File: src/rtl/dfs_pkg.sv
package dfs_pkg;

    localparam int DW = 32;

    typedef enum logic [4:0] {
        S_IDLE,
        S_SR_RD,   S_SR_WR,   S_SR_WAIT,  S_SR_POLL,
        S_PLL_RD,  S_PLL_WR,  S_PLL_WAIT,
        S_RANK_RD, S_TRN_RD,  S_TRN_WR,
        S_PHY_GO,  S_PHY_WAIT, S_PHY_POLL,
        S_LANE_RD, S_LANE_WR,
        S_EX_RD,   S_EX_WR,   S_EX_WAIT,  S_EX_POLL,
        S_AB_RD,   S_AB_WR,
        S_FIN
    } dfs_state_e;

    localparam logic [1:0] RES_OK    = 2'd0;
    localparam logic [1:0] RES_ENTRY = 2'd1;
    localparam logic [1:0] RES_PHY   = 2'd2;
    localparam logic [1:0] RES_EXIT  = 2'd3;

    // self-refresh request (bit 0) and master hold (bit 8)
    localparam logic [DW-1:0] PWR_HOLD_BITS = 32'h0000_0101;
    localparam int            PLL_LATCH_BIT = 20;
    localparam logic [DW-1:0] PHY_KICK      = 32'h4000_0061;
    localparam logic [2:0]    ST_IN_SR      = 3'd3;
    localparam logic [2:0]    ST_NORMAL     = 3'd1;

endpackage

File: src/rtl/dfs_us_timer.sv
module dfs_us_timer #(
    parameter int unsigned TICKS_PER_US = 24,
    parameter int unsigned SHORT_US     = 1,
    parameter int unsigned LONG_US      = 1000
) (
    input  logic clk,
    input  logic rst_n,
    input  logic start,
    input  logic long_sel,
    output logic expired
);
    localparam int unsigned SHORT_T = TICKS_PER_US * SHORT_US;
    localparam int unsigned LONG_T  = TICKS_PER_US * LONG_US;
    localparam int unsigned CW      = $clog2(LONG_T + 1);

    logic [CW-1:0] cnt_d, cnt_q;

    always_comb begin
        cnt_d = cnt_q;
        if (start)
            cnt_d = long_sel ? CW'(LONG_T) : CW'(SHORT_T);
        else if (cnt_q != '0)
            cnt_d = cnt_q - CW'(1);
    end

    always_ff @(posedge clk) begin
        if (!rst_n) cnt_q <= '0;
        else        cnt_q <= cnt_d;
    end

    assign expired = (cnt_q == '0);
endmodule

File: src/rtl/dfs_poll_guard.sv
module dfs_poll_guard #(
    parameter int unsigned LIMIT = 64
) (
    input  logic clk,
    input  logic rst_n,
    input  logic clr,
    input  logic miss,
    output logic last
);
    localparam int unsigned CW = $clog2(LIMIT + 1);

    logic [CW-1:0] cnt_d, cnt_q;

    always_comb begin
        cnt_d = cnt_q;
        if (clr)       cnt_d = '0;
        else if (miss) cnt_d = cnt_q + CW'(1);
    end

    always_ff @(posedge clk) begin
        if (!rst_n) cnt_q <= '0;
        else        cnt_q <= cnt_d;
    end

    // the miss now being reported is the LIMIT-th one
    assign last = (cnt_q == CW'(LIMIT - 1));
endmodule

File: src/rtl/dfs_freq_seq.sv
module dfs_freq_seq
    import dfs_pkg::*;
#(
    parameter int unsigned AW           = 32,
    parameter int unsigned CNT_FREQ_HZ  = 24_000_000,
    parameter int unsigned POLL_MAX     = 64,
    parameter int unsigned LANES        = 4,
    parameter int unsigned LANE_STRIDE  = 32'h80,
    parameter logic [AW-1:0] A_PWR      = AW'(32'h0000_0100),
    parameter logic [AW-1:0] A_STAT     = AW'(32'h0000_0104),
    parameter logic [AW-1:0] A_MODE     = AW'(32'h0000_0000),
    parameter logic [AW-1:0] A_TRAIN    = AW'(32'h0000_0110),
    parameter logic [AW-1:0] A_PHYINIT  = AW'(32'h0000_0120),
    parameter logic [AW-1:0] A_PHYSTAT  = AW'(32'h0000_0124),
    parameter logic [AW-1:0] A_LANE0    = AW'(32'h0000_0200),
    parameter logic [AW-1:0] A_PLL      = AW'(32'h0000_0400)
) (
    input  logic          clk,
    input  logic          rst_n,
    input  logic          req,
    input  logic          odt_dyn,
    output logic          busy,
    output logic          done,
    output logic [1:0]    result,
    output logic [AW-1:0] bus_addr,
    output logic [31:0]   bus_wdata,
    output logic          bus_wr,
    output logic          bus_rd,
    input  logic          bus_ready,
    input  logic [31:0]   bus_rdata
);
    localparam int unsigned TICKS_PER_US =
        (CNT_FREQ_HZ >= 1_000_000) ? CNT_FREQ_HZ / 1_000_000 : 1;
    localparam int unsigned LW = (LANES > 1) ? $clog2(LANES) : 1;

    typedef struct packed {
        dfs_state_e     st;
        logic [DW-1:0]  data;
        logic [LW-1:0]  lane;
        logic           rank;
        logic           odt;
        logic [1:0]     err;
    } seq_t;

    seq_t r_q, r_d;

    logic tmr_start, tmr_long, tmr_exp;
    logic grd_clr, grd_miss, grd_last;

    logic [AW-1:0] lane_addr [LANES];
    for (genvar g = 0; g < LANES; g++) begin : g_lane
        assign lane_addr[g] = A_LANE0 + AW'(g * LANE_STRIDE);
    end

    dfs_us_timer #(
        .TICKS_PER_US (TICKS_PER_US),
        .SHORT_US     (1),
        .LONG_US      (1000)
    ) u_timer (
        .clk      (clk),
        .rst_n    (rst_n),
        .start    (tmr_start),
        .long_sel (tmr_long),
        .expired  (tmr_exp)
    );

    dfs_poll_guard #(.LIMIT(POLL_MAX)) u_guard (
        .clk   (clk),
        .rst_n (rst_n),
        .clr   (grd_clr),
        .miss  (grd_miss),
        .last  (grd_last)
    );

    always_comb begin
        r_d       = r_q;
        bus_addr  = '0;
        bus_wdata = r_q.data;
        bus_rd    = 1'b0;
        bus_wr    = 1'b0;
        tmr_start = 1'b0;
        tmr_long  = 1'b0;
        grd_clr   = 1'b0;
        grd_miss  = 1'b0;
        done      = 1'b0;

        unique case (r_q.st)
            S_IDLE: begin
                grd_clr = 1'b1;
                if (req) begin
                    r_d.odt = odt_dyn;
                    r_d.err = RES_OK;
                    r_d.st  = S_SR_RD;
                end
            end
            // ---- self-refresh entry ----
            S_SR_RD: begin
                bus_rd = 1'b1; bus_addr = A_PWR;
                if (bus_ready) begin
                    r_d.data = bus_rdata | PWR_HOLD_BITS;
                    r_d.st   = S_SR_WR;
                end
            end
            S_SR_WR: begin
                bus_wr = 1'b1; bus_addr = A_PWR;
                if (bus_ready) begin
                    tmr_start = 1'b1;
                    r_d.st    = S_SR_WAIT;
                end
            end
            S_SR_WAIT: begin
                grd_clr = 1'b1;
                if (tmr_exp) r_d.st = S_SR_POLL;
            end
            S_SR_POLL: begin
                bus_rd = 1'b1; bus_addr = A_STAT;
                if (bus_ready) begin
                    if (bus_rdata[2:0] == ST_IN_SR) begin
                        r_d.st = S_PLL_RD;
                    end else begin
                        grd_miss = 1'b1;
                        if (grd_last) begin
                            r_d.err = RES_ENTRY;
                            r_d.st  = S_AB_RD;
                        end
                    end
                end
            end
            // ---- PLL latch and settle ----
            S_PLL_RD: begin
                bus_rd = 1'b1; bus_addr = A_PLL;
                if (bus_ready) begin
                    r_d.data = bus_rdata | (DW'(1) << PLL_LATCH_BIT);
                    r_d.st   = S_PLL_WR;
                end
            end
            S_PLL_WR: begin
                bus_wr = 1'b1; bus_addr = A_PLL;
                if (bus_ready) begin
                    tmr_start = 1'b1;
                    tmr_long  = 1'b1;
                    r_d.st    = S_PLL_WAIT;
                end
            end
            S_PLL_WAIT: begin
                if (tmr_exp) r_d.st = S_RANK_RD;
            end
            // ---- rank-dependent training setup ----
            S_RANK_RD: begin
                bus_rd = 1'b1; bus_addr = A_MODE;
                if (bus_ready) begin
                    r_d.rank = bus_rdata[0];
                    r_d.st   = S_TRN_RD;
                end
            end
            S_TRN_RD: begin
                bus_rd = 1'b1; bus_addr = A_TRAIN;
                if (bus_ready) begin
                    r_d.data = {bus_rdata[31:26], r_q.rank, 1'b1, bus_rdata[23:0]};
                    r_d.st   = S_TRN_WR;
                end
            end
            S_TRN_WR: begin
                bus_wr = 1'b1; bus_addr = A_TRAIN;
                if (bus_ready) r_d.st = S_PHY_GO;
            end
            // ---- PHY reset and DLL calibration ----
            S_PHY_GO: begin
                bus_wr = 1'b1; bus_addr = A_PHYINIT; bus_wdata = PHY_KICK;
                if (bus_ready) begin
                    tmr_start = 1'b1;
                    r_d.st    = S_PHY_WAIT;
                end
            end
            S_PHY_WAIT: begin
                grd_clr = 1'b1;
                if (tmr_exp) r_d.st = S_PHY_POLL;
            end
            S_PHY_POLL: begin
                bus_rd = 1'b1; bus_addr = A_PHYSTAT;
                if (bus_ready) begin
                    if (bus_rdata[0]) begin
                        r_d.lane = '0;
                        r_d.st   = S_LANE_RD;
                    end else begin
                        grd_miss = 1'b1;
                        if (grd_last) begin
                            r_d.err = RES_PHY;
                            r_d.st  = S_AB_RD;
                        end
                    end
                end
            end
            // ---- per-lane termination ----
            S_LANE_RD: begin
                bus_rd = 1'b1; bus_addr = lane_addr[r_q.lane];
                if (bus_ready) begin
                    r_d.data = {bus_rdata[31:6], (r_q.odt ? 2'b00 : 2'b10), bus_rdata[3:0]};
                    r_d.st   = S_LANE_WR;
                end
            end
            S_LANE_WR: begin
                bus_wr = 1'b1; bus_addr = lane_addr[r_q.lane];
                if (bus_ready) begin
                    if (r_q.lane == LW'(LANES - 1)) begin
                        r_d.st = S_EX_RD;
                    end else begin
                        r_d.lane = r_q.lane + LW'(1);
                        r_d.st   = S_LANE_RD;
                    end
                end
            end
            // ---- self-refresh exit ----
            S_EX_RD: begin
                bus_rd = 1'b1; bus_addr = A_PWR;
                if (bus_ready) begin
                    r_d.data = bus_rdata & ~PWR_HOLD_BITS;
                    r_d.st   = S_EX_WR;
                end
            end
            S_EX_WR: begin
                bus_wr = 1'b1; bus_addr = A_PWR;
                if (bus_ready) begin
                    tmr_start = 1'b1;
                    r_d.st    = S_EX_WAIT;
                end
            end
            S_EX_WAIT: begin
                grd_clr = 1'b1;
                if (tmr_exp) r_d.st = S_EX_POLL;
            end
            S_EX_POLL: begin
                bus_rd = 1'b1; bus_addr = A_STAT;
                if (bus_ready) begin
                    if (bus_rdata[2:0] == ST_NORMAL) begin
                        r_d.st = S_FIN;
                    end else begin
                        grd_miss = 1'b1;
                        if (grd_last) begin
                            r_d.err = RES_EXIT;
                            r_d.st  = S_AB_RD;
                        end
                    end
                end
            end
            // ---- abort: release the hold bits ----
            S_AB_RD: begin
                bus_rd = 1'b1; bus_addr = A_PWR;
                if (bus_ready) begin
                    r_d.data = bus_rdata & ~PWR_HOLD_BITS;
                    r_d.st   = S_AB_WR;
                end
            end
            S_AB_WR: begin
                bus_wr = 1'b1; bus_addr = A_PWR;
                if (bus_ready) r_d.st = S_FIN;
            end
            S_FIN: begin
                done   = 1'b1;
                r_d.st = S_IDLE;
            end
            default: r_d.st = S_IDLE;
        endcase
    end

    always_ff @(posedge clk) begin
        if (!rst_n) begin
            r_q <= '{st: S_IDLE, data: '0, lane: '0, rank: 1'b0, odt: 1'b0, err: RES_OK};
        end else begin
            r_q <= r_d;
        end
    end

    assign busy   = (r_q.st != S_IDLE);
    assign result = r_q.err;
endmodule

File: config.mk
export PLATFORM = sky130hd
export DESIGN_NAME = dfs_freq_seq
export DESIGN_NICKNAME = d
export VERILOG_FILES = /design/src/rtl/dfs_pkg.sv /design/src/rtl/dfs_us_timer.sv /design/src/rtl/dfs_poll_guard.sv /design/src/rtl/dfs_freq_seq.sv
export SDC_FILE = /design/constraint.sdc
export NUM_CORES = 1
export LEC_CHECK = 0
export BUFFER_PORTS_ARGS = -buffer_cell sky130_fd_sc_hd__buf_2
export CORE_ASPECT_RATIO = 1.5
export CORE_MARGIN = 8
export CORE_UTILIZATION = 58
export DETAILED_ROUTE_END_ITERATION = 10
export MAX_ROUTING_LAYER = met4
export PLACE_DENSITY = 0.87
export SETUP_SLACK_MARGIN = 0.2
export SYNTH_ARGS = -nofsm -noshare
export SYNTH_HDL_FRONTEND = slang
export SYNTH_SLANG_ARGS = --single-unit
File: constraint.sdc
create_clock -name clk -period 6.4 [get_ports clk]
set_input_delay 1.28 -clock clk [delete_from_list [all_inputs] [get_ports clk]]
set_output_delay 1.28 -clock clk [all_outputs]
set_load 0.005 [all_outputs]
==> impl_results.md <==
- Status: finished clean
- Commonest non-fill, non-tap cell in the layout: buf_2
- Post-route antenna net violation count: 0
- Routed length per placed instance: 17.4 µm
- Sequential share of power: 34.2%
- Number of DRC markers in iteration 0: 312
- Clock buffer depth: 2
- Worst setup startpoint: r_q[39]$_SDFFE_PN0P_
- Max VDD drop: 0.158 mV
- First-pass GRT wire length: 18.2 mm
- Clock sink count: 65
- Maxcap violations: 0
- Hold Path Origin: r_q[23]$_SDFFE_PN0P_
- DIE HEIGHT: 119 µm
- Design area: 4560 µm²
- Drt total wl: 11.3 mm
- Pwr per Cell Area: 365 nW/µm²
- Leading cell types in the layout, fill and taps excluded: 81 x buf_2, 65 x dfxtp_1, 62 x nor2_1
- Async SR Flop Fraction: 0%
- Post-synth EDFFs: 0
- Cell row count: 37
- Post-Syn Area: 4080 µm²
- Max Fclk: 264 MHz
- IO Port Bufs: 81
- Reg-to-Reg Start: r_q[39]$_SDFFE_PN0P_
- Ys Warns: 0
- Initial antenna violation count: 0
- RePlAce Congestion: 0.999
- Slew HR: 23.2%
- Least-Margin Pin Slew: 1150 ps
- Area Growth Syn to Fin: 12.0%
- CTS buffer count: 9
- Multiplexer share of the synthesized area: 8.63%
- Crit-path max FO: 33
- H-tree level count: 3
- Worst Hold Class: reg2reg
- CP arrival: 2510 ps
- I/O pin count: 107
- CTS tree: yes
- Die width: 84.4 µm
- Final Max Slew Viols: 0
- Synth Area in Simple Gates: 28.0%
- Top_reg_cell synth: dfxtp_1
- Post-CTS setup buffer count: 0
- Clock Skew: 9.78 ps
- Area share of fa/ha/maj cells after synthesis: 1.23%
- Area of the core: 6850 µm²
- CTS Hold Bufs: 0
- Dpl cell area: 4360 µm²
- Net Sw Power: 659 µW
- Detailed placement HPWL: 8.07 mm
- Critical path launch point type: flip-flop
- Hold slack: 486 ps
- Sw Ratio: 39.5%
- Flops & latches, synth: 65
- Hold Vio Cnt, Final: 0
- Part of the Yosys area used for sequential elements: 31.9%
- Clock slew at reported path FFs: 80 ps
- Crit path required time: 5120 ps
- Grt ovf: 0
- Largest family of logic cells by synthesized area: simple AND/OR/NAND/NOR gates
- Minimum clock period: 3790 ps
- TritonRoute pass-1 iters: 8
- Setup CP Type: reg2out
- Total track usage: 22.7%
- Clock root cell: clkbuf_8
- N_diodes: 0
- Combinational fraction of design power: 43.7%
- Starting Density: 59.5%
- Synth top area cells: dfxtp_1 32%, mux2i_1 8.4%, nor2_1 5.7%, buf_4 5.0%, nor2b_1 4.9%
- Vias in the first global route: 3813
- DRC viols: 0
- Layout cells sized above 1: 20.8%
- Period Utilization, post-route: 59.2%
- Resized cells post-CTS: 0
- Setup TNS: 0 ps
- XOR/XNOR Fraction of Synth Area: 2.58%
- Via count: 3902
- Endpoint class of the critical path: output port
- Synth Area in Compound Gates: 17.8%
- P_leak: 0.00199 µW
- Number of setup violations in the final report: 0
- Post-synthesis cell type count: 64
- Vias/cell: 6.01
- Synth area leader: dfxtp_1
- Largest net degree at the start of global routing: 39
- Share of the synthesized area in the top cell type: 31.9%
- Mapped Cells: 510
- Pint: 1010 µW
- Mean Syn Cell Area: 7.99 µm²
- Clk network pwr share: 22.1%
- NumNets Final: 607
- Worst-Skew Late Latency: 360 ps
- RSZ-0062 raised after global routing: no
- Full die area: 10000 µm²
## cells in the mapped netlist (7+ instances only)
cell,n
a21oi_1,24
and3_1,7
buf_2,7
buf_4,27
clkbuf_1,29
dfxtp_1,65
inv_1,8
mux2i_1,34
nand2_1,23
nand2b_1,13
nand3_1,11
nor2_1,62
nor2b_1,32
nor3_1,12
o21a_1,8
o21ai_0,16
o31ai_1,10
or2_2,9
or4_1,7
xor2_1,7
## area by class of cell
cell class                      count  area, µm²
Fill cell                         576       2290
Clock buffer                       10        138
Tap cell                           78       97.6
Multi-Input combinational cell    395       2490
Sequential cell                    65       1300
Timing Repair Buffer               86        443
Clock inverter                      6       65.1
Inverter                            9       33.8
## state kept, by name, indices dropped and copies added, names as in the netlist
signal / cells
u_guard.cnt_q: 7
result: 2
u_timer.cnt_q: 15
r_q: 41
## worst max-delay path, cell delays in order (launching register included)
cell and delay (ps):
dfxtp_1 930, nand2_1 360, nor3_2 230, buf_4 340
or2_2 180, buf_2 100
## cell families after synthesis
family / count (synthesis)
flops: 65
xor+xnor: 12
other cells: 1
compound gates: 107
simple gates: 212
buf+inv: 74
mux: 35
fa+ha+maj: 4
## worst paths after layout
kind	to	slack [ps]	depth (start not counted)
setup reg to reg	r_q[12]$_SDFFE_PN0P_	3190	5
hold reg to reg	r_q[23]$_SDFFE_PN0P_	490	2
hold / removal	r_q[23]$_SDFFE_PN0P_	490	2
setup / recovery	bus_addr[5]	2610	5
## stage by stage
stage / utilization [%] / setup slack (ps) / instances / total power, µW
floorplan: - / 3470 / 534 / 1120
global placement: 63.7 / 3150 / 633 / 1270
detailed placement: 63.7 / 3090 / 633 / 1290
CTS: 66.6 / 2680 / 649 / 1660
global route: 66.6 / 2500 / 649 / 1770
finish: 66.6 / 2610 / 649 / 1670
## routing by layer
layer	GRT usage (%)	routed length (µm)	vias up	part of all wire (%)
met5	-	0	-	0
met1	22.7	4130	1811	37
met2	39.8	5830	184	52
li1	-	-	1866	-
met4	11.9	509	0	4.5
met3	5.41	832	41	7.4
## power by group through the flow
stage,sequential (µW),combinational (µW),clock (µW)
after global routing,580,803,386
after floorplan,537,586,0
after CTS,567,723,369
final,570,729,369
after global placement,568,700,0
after detailed placement,575,719,0
(Power assumes the default switching activity.)
